### src/rtl/i2c_arb_pkg.sv
package i2c_arb_pkg;
  localparam int DEF_BYTE_W = 8;

  // counter must hold 0..byte_w+1 (data bits plus acknowledge)
  function automatic int cnt_width(input int byte_w);
    return $clog2(byte_w + 2);
  endfunction
endpackage

### src/rtl/i2c_arb_detect.sv
module i2c_arb_detect (
  input  logic clk_i,
  input  logic rst_ni,
  input  logic scl_rise_i,
  input  logic drv_en_i,
  input  logic tx_bit_i,
  input  logic sda_i,
  input  logic stop_i,
  input  logic clr_i,
  output logic lose_now_o,
  output logic release_o,
  output logic lost_o
);
  logic lost_q, hold_q;

  assign lose_now_o = scl_rise_i & drv_en_i & tx_bit_i & ~sda_i & ~hold_q;
  assign release_o  = hold_q | lose_now_o;
  assign lost_o     = lost_q;

  always_ff @(posedge clk_i or negedge rst_ni) begin
    if (!rst_ni) begin
      lost_q <= 1'b0;
      hold_q <= 1'b0;
    end else begin
      if (clr_i)           lost_q <= 1'b0;
      else if (lose_now_o) lost_q <= 1'b1;
      if (clr_i || stop_i) hold_q <= 1'b0;
      else if (lose_now_o) hold_q <= 1'b1;
    end
  end

  a_r2_flag_after_loss: assert property (@(posedge clk_i) disable iff (!rst_ni)
    lose_now_o && !clr_i |=> lost_o);
  a_r5_flag_sticky: assert property (@(posedge clk_i) disable iff (!rst_ni)
    lost_o && !clr_i |=> lost_o);
  a_r3_hold_until_stop: assert property (@(posedge clk_i) disable iff (!rst_ni)
    hold_q && !stop_i && !clr_i |=> release_o);
  a_r4_no_loss_undriven: assert property (@(posedge clk_i) disable iff (!rst_ni)
    (!drv_en_i || !tx_bit_i) |-> !lose_now_o);
endmodule

### src/rtl/i2c_byte_check.sv
module i2c_byte_check #(
  parameter int BYTE_W = i2c_arb_pkg::DEF_BYTE_W
) (
  input  logic              clk_i,
  input  logic              rst_ni,
  input  logic              load_i,
  input  logic [BYTE_W-1:0] tx_byte_i,
  input  logic              scl_rise_i,
  input  logic              scl_fall_i,
  input  logic              sda_i,
  input  logic              abort_i,
  input  logic              lose_now_i,
  output logic              byte_end_o,
  output logic              tx_err_o
);
  localparam int CNT_W = i2c_arb_pkg::cnt_width(BYTE_W);
  localparam logic [CNT_W-1:0] DATA_LAST = CNT_W'(BYTE_W);
  localparam logic [CNT_W-1:0] LAST      = CNT_W'(BYTE_W + 1);

  logic [CNT_W-1:0]  cnt_q;
  logic [BYTE_W-1:0] cap_q, ref_q;
  logic              armed_q, lost_byte_q, err_q, end_q;
  logic              end_now;

  assign end_now    = scl_fall_i & (cnt_q == LAST) & ~load_i & ~abort_i;
  assign byte_end_o = end_q;
  assign tx_err_o   = err_q;

  always_ff @(posedge clk_i or negedge rst_ni) begin
    if (!rst_ni) begin
      cnt_q       <= '0;
      cap_q       <= '0;
      ref_q       <= '0;
      armed_q     <= 1'b0;
      lost_byte_q <= 1'b0;
      err_q       <= 1'b0;
      end_q       <= 1'b0;
    end else begin
      end_q <= end_now;
      if (load_i) begin
        ref_q       <= tx_byte_i;
        cap_q       <= '0;
        cnt_q       <= '0;
        armed_q     <= 1'b1;
        lost_byte_q <= 1'b0;
        err_q       <= 1'b0;
      end else if (abort_i) begin
        cnt_q       <= '0;
        armed_q     <= 1'b0;
        lost_byte_q <= 1'b0;
      end else begin
        if (scl_rise_i && cnt_q < LAST) begin
          cnt_q <= cnt_q + 1'b1;
          if (cnt_q < DATA_LAST) cap_q <= {cap_q[BYTE_W-2:0], sda_i};
        end
        if (lose_now_i) lost_byte_q <= 1'b1;
        if (end_now) begin
          cnt_q       <= '0;
          armed_q     <= 1'b0;
          lost_byte_q <= 1'b0;
          if (armed_q && !lost_byte_q && cap_q != ref_q) err_q <= 1'b1;
        end
      end
    end
  end

  a_r6_err_rises_at_end: assert property (@(posedge clk_i) disable iff (!rst_ni)
    $rose(tx_err_o) |-> byte_end_o);
  a_r7_err_stable: assert property (@(posedge clk_i) disable iff (!rst_ni)
    !load_i && !end_now |=> $stable(tx_err_o));
  a_r10_cnt_range: assert property (@(posedge clk_i) disable iff (!rst_ni)
    cnt_q <= LAST);
  a_r10_abort_no_end: assert property (@(posedge clk_i) disable iff (!rst_ni)
    abort_i |=> !byte_end_o);
endmodule

### src/rtl/i2c_arb_monitor.sv
module i2c_arb_monitor #(
  parameter int BYTE_W = i2c_arb_pkg::DEF_BYTE_W
) (
  input  logic              clk_i,
  input  logic              rst_ni,
  input  logic              load_i,
  input  logic [BYTE_W-1:0] tx_byte_i,
  input  logic              start_req_i,
  input  logic              lost_clr_i,
  input  logic              stop_det_i,
  input  logic              scl_rise_i,
  input  logic              scl_fall_i,
  input  logic              scl_pull_i,
  input  logic              drv_en_i,
  input  logic              tx_bit_i,
  input  logic              sda_i,
  output logic              scl_oe_o,
  output logic              sda_oe_o,
  output logic              lost_o,
  output logic              tx_err_o,
  output logic              byte_end_o,
  output logic              irq_o
);
  logic lose_now, release_lines, stop_q;

  i2c_arb_detect u_detect (
    .clk_i      (clk_i),
    .rst_ni     (rst_ni),
    .scl_rise_i (scl_rise_i),
    .drv_en_i   (drv_en_i),
    .tx_bit_i   (tx_bit_i),
    .sda_i      (sda_i),
    .stop_i     (stop_det_i),
    .clr_i      (lost_clr_i | start_req_i),
    .lose_now_o (lose_now),
    .release_o  (release_lines),
    .lost_o     (lost_o)
  );

  i2c_byte_check #(.BYTE_W(BYTE_W)) u_check (
    .clk_i      (clk_i),
    .rst_ni     (rst_ni),
    .load_i     (load_i),
    .tx_byte_i  (tx_byte_i),
    .scl_rise_i (scl_rise_i),
    .scl_fall_i (scl_fall_i),
    .sda_i      (sda_i),
    .abort_i    (stop_det_i | start_req_i),
    .lose_now_i (lose_now),
    .byte_end_o (byte_end_o),
    .tx_err_o   (tx_err_o)
  );

  always_ff @(posedge clk_i or negedge rst_ni) begin
    if (!rst_ni) stop_q <= 1'b0;
    else         stop_q <= stop_det_i;
  end

  assign scl_oe_o = scl_pull_i & ~release_lines;
  assign sda_oe_o = drv_en_i & ~tx_bit_i & ~release_lines;
  assign irq_o    = byte_end_o | stop_q;

  a_r3_lines_released: assert property (@(posedge clk_i) disable iff (!rst_ni)
    release_lines |-> !scl_oe_o && !sda_oe_o);
  a_r8_irq_on_end: assert property (@(posedge clk_i) disable iff (!rst_ni)
    byte_end_o |-> irq_o);
  a_r8_irq_after_stop: assert property (@(posedge clk_i) disable iff (!rst_ni)
    stop_det_i |=> irq_o);
endmodule

### config.mk
export PLATFORM = sky130hd
export DESIGN_NAME = i2c_arb_monitor
export DESIGN_NICKNAME = d
export VERILOG_FILES = /design/src/rtl/i2c_arb_pkg.sv /design/src/rtl/i2c_arb_detect.sv /design/src/rtl/i2c_byte_check.sv /design/src/rtl/i2c_arb_monitor.sv
export SDC_FILE = /design/constraint.sdc
export NUM_CORES = 1
export LEC_CHECK = 0
export BUFFER_PORTS_ARGS = -buffer_cell sky130_fd_sc_hd__buf_2
export CAP_MARGIN = 20
export CORE_MARGIN = 4
export CORE_UTILIZATION = 53
export DETAILED_ROUTE_END_ITERATION = 10
export PLACE_DENSITY = 0.78
export SKIP_CTS_REPAIR_TIMING = 1
export SLEW_MARGIN = 5
export SYNTH_ARGS = -nofsm -noshare
export SYNTH_HDL_FRONTEND = slang
export SYNTH_HIERARCHICAL = 1
export SYNTH_SLANG_ARGS = --single-unit
export TNS_END_PERCENT = 20
### constraint.sdc
create_clock -name clk_i -period 1.9 [get_ports clk_i]
set_clock_uncertainty 0.1 [all_clocks]
set_input_delay 0.38 -clock clk_i [delete_from_list [all_inputs] [get_ports clk_i]]
set_output_delay 0.38 -clock clk_i [all_outputs]
set_load 0.02 [all_outputs]
; Word level (Yosys, flattened, before mapping)
; Index checks and enable logic that the tools add are counted.
; W data, S select, Z words.
[totals]
input_bits = 20
wordCells = 73
register_bits = 27
output_inout_bits = 6
[op_classes]
eq_ne = 3
magnitude_cmp = 2
n_addsub = 1
mux = 21
n_bitwise = 20
n_reduce_logical = 16
[ops]
columns = cell, count
row1 = $mux W8, 4
row2 = $mux W4, 4
row3 = $mux W1, 13
row4 = $reduce_bool A2 Y1, 6
row5 = $and A1 B1 Y1, 10
row6 = $lt A4 B4 Y1 const B, 2
row7 = $ne A8 B8 Y1, 1
row8 = $reduce_bool A4 Y1, 2
row9 = $not A1 Y1, 6
row10 = $reduce_and A3 Y1, 2
row11 = $add A4 B1 Y4 const B, 1
row12 = $eq A4 B4 Y1 const B, 1
row13 = $or A1 B1 Y1, 4
row14 = $logic_and A1 B1 Y1, 3
row15 = $reduce_bool A3 Y1, 1
row16 = $ne A2 B2 Y1 const B, 1
row17 = $logic_not A1 Y1, 1
row18 = $logic_or A1 B1 Y1, 1

; Longest topological paths before layout
; Gate-level depths: netlist (run 1).
[logic_depth]
ltp_word = 8
ltp_mapped = 6
depth_no_buf = 6

; Modules after synthesis
; Netlist (run 1), hierarchy kept.
[modules_own_cells]
columns = mod, n_inst, cells_each, area_per_inst_um2
row1 = i2c_byte_check, 1, 90, 1089.8
row2 = i2c_arb_detect, 1, 9, 116.4
row3 = i2c_arb_monitor, 1, 6, 57.6

; Worst setup path after synthesis (run 1)
; Ideal clock, no wire load.
[synth_path]
path_kind = input -> output
from = in sda_i
to = out sda_oe_o
setup_slack_ns = 0.309
arrival_ns = 1.111
path_stages = 3
path_cell_list = nand4b_4 -> nand2_1 -> nor3b_1
[synth_via]
elab_chain_len = 6
[synth_rtl]
columns = element, line_no
row1 = "start, declared", i2c_arb_monitor.sv:16  ; input logic sda_i,
row2 = $not A1 Y1, i2c_arb_detect.sv:16  ; assign lose_now_o = scl_rise_i & drv_en_i & tx_bit_i & ~sda_i & ~hold_q;
row3 = $and A1 B1 Y1 (2 in a row), i2c_arb_detect.sv:16
row4 = $or A1 B1 Y1, i2c_arb_detect.sv:17  ; assign release_o = hold_q | lose_now_o;
row5 = via release_lines, i2c_arb_monitor.sv:24  ; logic lose_now, release_lines, stop_q;
row6 = $not A1 Y1, i2c_arb_monitor.sv:60  ; assign sda_oe_o = drv_en_i & ~tx_bit_i & ~release_lines;
row7 = $and A1 B1 Y1, i2c_arb_monitor.sv:60
row8 = "end, declared", i2c_arb_monitor.sv:18  ; output logic sda_oe_o,
; The timed path passes the listed nets, and every way through them passes these cells.

; Worst setup path in the final report (run 1)
[layout_path]
from = reg u_detect.hold_q
to = out sda_oe_o
[layout_via]
elab_chain_len = 5
[layout_rtl]
columns = element, line_no
row1 = "start, declared", i2c_arb_detect.sv:14  ; logic lost_q, hold_q;
row2 = "start signal, assigned", i2c_arb_detect.sv:23  ; hold_q <= 1'b0;
row3 = "start signal, assigned", i2c_arb_detect.sv:27  ; if (clr_i || stop_i) hold_q <= 1'b0;
row4 = "start signal, assigned", i2c_arb_detect.sv:28  ; else if (lose_now_o) hold_q <= 1'b1;
row5 = $not A1 Y1, i2c_arb_detect.sv:16
row6 = $and A1 B1 Y1, i2c_arb_detect.sv:16
row7 = $or A1 B1 Y1 *, i2c_arb_detect.sv:17
row8 = via release_lines, i2c_arb_monitor.sv:24
row9 = $not A1 Y1 *, i2c_arb_monitor.sv:60
row10 = $and A1 B1 Y1 *, i2c_arb_monitor.sv:60
; The timed path passes the listed nets; every way through them passes the cells marked *.

==> results of run 1 <==
[registers in the layout (all words and copies together), names as in the netlist]
register	count
u_check/cap_q	8
u_check/ref_q	8
u_check/cnt_q	4
stop_q	1
u_check/armed_q	1
u_check/byte_end_o	1
u_check/lost_byte_q	1
u_check/tx_err_o	1
u_detect/hold_q	1
u_detect/lost_o	1
[logic make-up (layout without fill, tap and decap cells)]
| family | count (synthesis) | in the layout |
|---|---|---|
| simple gates | 33 | 33 |
| flops | 27 | 27 |
| mux | 17 | 17 |
| xor+xnor | 10 | 10 |
| buf+inv | 8 | 37 |
| compound gates | 7 | 7 |
| fa+ha+maj | 3 | 3 |
[metal layers]
layer,share of wire [%],vias to the layer above
li1,-,415
met1,43,424
met2,52,14
met3,2.2,6
met4,2.3,0
met5,0,-
[Yosys cell counts]
cell type / number
mux2i_1: 9
nor2b_1: 1
a31o_2: 1
nor3b_1: 1
inv_1: 6
nand3b_1: 1
nor3_4: 1
nor2_1: 17
nand2b_1: 2
a211oi_1: 1
a211oi_2: 1
or2_1: 3
nand4b_4: 1
ha_1: 3
mux2_2: 8
nand4b_1: 1
dfrtp_1: 27
a21oi_1: 1
clkbuf_1: 1
a41oi_1: 1
xnor2_1: 10
nand4_1: 2
o22ai_1: 1
nor3_1: 1
o31ai_2: 1
nand2_1: 2
buf_2: 1
[critical path, cell delays in order (launching register included)]
cell and delay, ns:
dfrtp_1 0.43, inv_1 0.10, nand2_1 0.07, nor3b_1 0.18, buf_2 0.20
[worst paths after layout]
path                            cells past startpoint  slack [ns]             endpoint
worst max-delay path                                4        0.14             sda_oe_o
max in group asynchronous                           2        0.83     u_check/ref_q[1]
worst min-delay path                                1        0.11               stop_q
min in group asynchronous                           2        0.47     u_check/ref_q[2]
worst min register to register                      2        0.41  u_check/lost_byte_q
worst max register to register                      6        0.32     u_check/cnt_q[2]
[stage by stage]
step	hold slack [ns]	std cells	util, %	instance area [sq um]
after floorplan	-0.0156	105	-	1260
after global placement	0.308	157	63.7	1420
after detailed placement	0.307	157	63.7	1420
after CTS	-0.0572	161	64.9	1450
after global routing	0.0900	162	65.4	1460
final	0.108	162	65.4	1460
[power groups by stage]
stage	clock, mW	combinational (mW)	sequential, mW
floorplan	0	0.0703	0.619
global placement	0	0.113	0.621
detailed placement	0	0.117	0.622
CTS	0.247	0.118	0.611
global route	0.270	0.132	0.614
finish	0.234	0.117	0.611
[cell type report]
type	instances	share of cell area [%]
Clock buffer	3	1.54
Clock inverter	1	0.343
Inverter	6	1.54
Multi-Input combinational cell	70	38.1
Sequential cell	27	46.3
Tap cell	28	2.40
Timing Repair Buffer	27	9.77
==> summary.md, run 1 <==
| Metric | Value |
|---|---|
| Status | `finished clean` |
| Sw power | `0.228 mW` |
| GRT busiest layer | `met2` |
| CTS root buffer | `clkbuf_4` |
| Worst-Skew Late Latency | `0.31 ns` |
| Top cells by area, synth | `dfrtp_1 (53%), mux2i_1 (7.1%), mux2_2 (7.1%), xnor2_1 (6.9%), nor2_1 (5.0%)` |
| Met3 Track Usage GR | `2.07%` |
| Slew Limit Fails | `0` |
| Area grow syn2layout | `15.5%` |
| Synth area leader | `dfrtp_1` |
| PD cells | `659 nW/um^2` |
| Minimum clock period | `1.76 ns` |
| Fillcell total | `181` |
| CTS tree | `built` |
| Via Count | `859` |
| Post-route DRC | `0` |
| Multi-input gate area | `557 sq um` |
| Setup ws final | `0.143 ns` |
| Synth Area in Compound Gates | `4.85%` |
| FF/Latch Area | `676 sq um` |
| H-tree lvl count | `1` |
| Multiplexer share of the synthesized area | `14.3%` |
| Met1 GRT Util | `18.9%` |
| Final setup fails | `0` |
| DR vias/cell | `5.30` |
| Register area share after synthesis | `53.5%` |
| Die Y | `56.8 um` |
| Row cnt | `17` |
| Router iterations before antenna repair | `4` |
| Routed WL | `2310 um` |
| Post-Syn Area per Cell | `12.0 sq um` |
| Grt total ovfl | `0` |
| Achievable Freq | `569 MHz` |
| Clock share of power | `24.3%` |
| Most common cell after layout, fill and taps aside | `dfrtp_1` |
| Antenna-violating nets left | `0` |
| Synth top area share | `53.5%` |
| Routed WL per cell | `14.3 um` |
| Critical path data arrival time | `1.28 ns` |
| Main combinational cell family by area after synthesis | `simple AND/OR/NAND/NOR gates` |
| Worst Path Required | `1.42 ns` |
| Die W | `56.8 um` |
| Max_cap viols | `0` |
| Worst hold path class | `input port to register` |
| Fin. Hold Viols | `0` |
| Fin nets | `158` |
| Post-synthesis xor/xnor area fraction | `6.93%` |
| Critical Path Fanout Max | `3` |
| Rel. slew slack | `61.3%` |
| R2r startpoint | `u_check/cnt_q[0]` |
| Register share of total power | `63.5%` |
| Core Region | `2230 sq um` |
| Worst Tran Pin Value | `0.580 ns` |
| Critical path capture point type | `primary output` |
| 1st-iter DRT viols | `20` |
| Worst hold start | `stop_det_i` |
| Initial core utilization | `56.6%` |
| Synth Area in Adders | `2.97%` |
| Simple logic cell fraction of the synthesized area | `15.0%` |
| Net switching fraction of the power | `23.7%` |
| Net Count, Synth | `128` |
| M2 GR Usage | `27.9%` |
| Largest net degree at the start of global routing | `28` |
| CTS Sinks | `27` |
| Layout cells sized above 1 | `32.1%` |
| Top Ports | `26` |
| CTS clk-pin slew, worst paths | `0.13 ns` |
| Pint | `0.734 mW` |
| Comb pwr share | `12.2%` |
| Initial antenna violation count | `0` |
| Startpoint types | `register` |
| Critical path origin | `u_detect/hold_q` |
| Setup TNS | `0 ns` |
| RePlAce Congestion | `0.778` |
| GRT Total Usage | `15.8%` |
| CTS Buffer Depth | `2` |
| Die area | `3230 sq um` |
| Total power | `0.963 mW` |
| Total CTS buffers | `3` |
| First-pass GRT wire length | `4000 um` |
| ANT cells | `0` |
| Hpwl dp | `1790 um` |
| Post-synthesis cell count | `105` |
| RSZ-0062 raised after global routing | `no` |
| P_leak | `0.670 nW` |
| Number of global-route vias before repair | `932` |
| Setup CP Type | `register to primary output` |
| Ys Warns | `6` |
| Synth Cell Area | `1260 sq um` |
| Netlist cell types | `27` |
| Final period utilization | `92.5%` |
| Worst IR Drop VDD | `461 uV` |
| Yosys reg bits | `27` |
| Commonest cells after routing, fill and taps aside | `dfrtp_1 (27), buf_2 (25), nor2_1 (17), xnor2_1 (10), mux2i_1 (9)` |
| Pre-CTS setup slack | `0.278 ns` |
| PortBufs | `25` |
No activity file was read; power rests on OpenSTA's default activity.
==> run 2: changes to the inputs <==
--- a/config.mk
+++ b/config.mk
@@ -7,10 +7,12 @@
 export LEC_CHECK = 0
 export BUFFER_PORTS_ARGS = -buffer_cell sky130_fd_sc_hd__buf_2
 export CAP_MARGIN = 20
+export CELL_PAD_IN_SITES_DETAIL_PLACEMENT = 0
+export CELL_PAD_IN_SITES_GLOBAL_PLACEMENT = 2
 export CORE_MARGIN = 4
-export CORE_UTILIZATION = 53
+export CORE_UTILIZATION = 35
 export DETAILED_ROUTE_END_ITERATION = 10
-export PLACE_DENSITY = 0.78
+export PLACE_DENSITY_LB_ADDON = 0.1
 export SKIP_CTS_REPAIR_TIMING = 1
 export SLEW_MARGIN = 5
 export SYNTH_ARGS = -nofsm -noshare
==> summary.md, run 2 (synthesis results as in run 1) <==
| Metric | Value |
|---|---|
| Status | `finished clean` |
| Die area | `4640 sq um (+44%)` |
| Router iterations before antenna repair | `4 (unchanged)` |
| Area after DPL | `1450 sq um (+1.6%)` |
| Fillcell total | `338 (+87%)` |
| Final setup fails | `0 (unchanged)` |
| GRT Total Usage | `11.1% (-4.7 points)` |
| Critical path data arrival time | `1.26 ns (-0.02 ns)` |
| CTS root buffer | `clkbuf_4` |
| Critical Path Fanout Max | `3 (unchanged)` |
| Total power | `0.968 mW (+0.55%)` |
| Setup CP Type | `register to primary output` |
| First-pass GRT wire length | `3860 um (-3.6%)` |
| Largest net degree at the start of global routing | `28 (unchanged)` |
| Layout cells sized above 1 | `31.3% (-0.75 points)` |
| Rel. slew slack | `60.1% (-1.2 points)` |
| Total CTS buffers | `3 (unchanged)` |
| Regs by FF count | `u_check/cap_q: 8 flops, u_check/ref_q: 8 flops, u_check/cnt_q: 4 flops` |
| DR vias/cell | `4.61 (-13%)` |
| Setup TNS | `0 ns (unchanged)` |
| PortBufs | `25 (unchanged)` |
| CTS Sinks | `27 (unchanged)` |
| Minimum clock period | `1.74 ns (-0.0143 ns)` |
| Max_cap viols | `0 (unchanged)` |
| Top Ports | `26 (unchanged)` |
| P_leak | `0.668 nW (-0.41%)` |
| Via Count | `830 (-3.4%)` |
| Area grow syn2layout | `17.2%` |
| ANT cells | `0 (unchanged)` |
| Worst-Skew Late Latency | `0.31 ns (about the same)` |
| Hpwl dp | `1630 um (-9.3%)` |
| Post-route DRC | `0 (unchanged)` |
| Most common cell after layout, fill and taps aside | `dfrtp_1` |
| Die Y | `68.1 um (+20%)` |
| Routed WL per cell | `12.1 um (-15%)` |
| Grt total ovfl | `0 (unchanged)` |
| Worst hold path class | `input port to register` |
| Worst Path Required | `1.42 ns (about the same)` |
| Antenna-violating nets left | `0 (unchanged)` |
| Commonest cells after routing, fill and taps aside | `dfrtp_1 (27), buf_2 (25), nor2_1 (17), xnor2_1 (10), mux2i_1 (9)` |
| Non-Filler Instances | `180 (+11%)` |
| Startpoint types | `register` |
| Initial antenna violation count | `0 (unchanged)` |
| Routed WL | `2180 um (-5.5%)` |
| Slew Limit Fails | `0 (unchanged)` |
| PD cells | `653 nW/um^2 (-0.90%)` |
| Row cnt | `21 (+4)` |
| CTS clk-pin slew, worst paths | `0.14 ns (about the same)` |
| Worst Tran Pin Value | `0.598 ns (+0.0177 ns)` |
| H-tree lvl count | `1 (unchanged)` |
| Worst IR Drop VDD | `329 uV (-29%)` |
| Initial core utilization | `37.0% (-20 points)` |
| Critical path capture point type | `primary output` |
| Final Util | `43.4% (-22 points)` |
| Number of global-route vias before repair | `846 (-9.2%)` |
| CTS tree | `built` |
| CTS Buffer Depth | `2 (unchanged)` |
| Achievable Freq | `574 MHz (+0.82%)` |
| Die W | `68.1 um (+20%)` |
| RSZ-0062 raised after global routing | `no` |
| Core Region | `3420 sq um (+53%)` |
| Fin nets | `158 (unchanged)` |
| Dpl cells | `175 (+11%)` |
| RePlAce Congestion | `0.766 (-1.5%)` |
| Final design area excluding fillers | `1480 sq um (+1.5%)` |
| Fin. Hold Viols | `0 (unchanged)` |
| 1st-iter DRT viols | `42 (+110%)` |
| Final period utilization | `91.7% (-0.75 points)` |
[run 2: stage by stage]
stage	setup slack, ns	hold WS, ns
finish	0.157	0.0993
global route	0.00968	0.0659
CTS	0.127	-0.0477
detailed placement	0.241	0.326
global placement	0.260	0.335
floorplan	0.309	-0.0156
[run 2: power breakdown]
part	switching, mW	internal (mW)	total, mW
combinational	0.0567	0.0593	0.116
sequential	0.0143	0.596	0.610
clock	0.159	0.0820	0.241
total	0.230	0.737	0.968
[run 2: cell type report]
cell class	instances	area [sq um]	area share, %
Clock buffer	4	26.3	1.77
Inverter	6	22.5	1.52
Multi-Input combinational cell	70	557	37.6
Sequential cell	27	676	45.6
Tap cell	46	57.6	3.89
Timing Repair Buffer	27	143	9.63
[run 2: worst paths after layout]
path                       slack, ns  cells after the start          endpoint              from
max in group asynchronous       0.83                      2  u_check/ref_q[7]            rst_ni
setup reg to reg                0.42                      6  u_check/cnt_q[1]  u_check/cnt_q[0]
setup / recovery                0.16                      4          sda_oe_o   u_detect/hold_q
hold reg to reg                 0.41                      2   u_detect/lost_o   u_detect/lost_o
hold / removal                   0.1                      1            stop_q        stop_det_i
min in group asynchronous       0.48                      2  u_check/cnt_q[2]            rst_ni
[run 2: critical path, cell delays in order, from the launching register on]
cell and delay (ns):
dfrtp_1 0.43, inv_1 0.10, nand2_1 0.07, nor3b_1 0.16, buf_2 0.19
[run 2: routing by layer]
layer	vias to the layer above	track usage, %	wire, um
met5	-	0	0
met2	20	17.2	1100
met1	394	15.2	950
li1	414	-	-
met4	0	3.72	13
met3	2	2.63	115
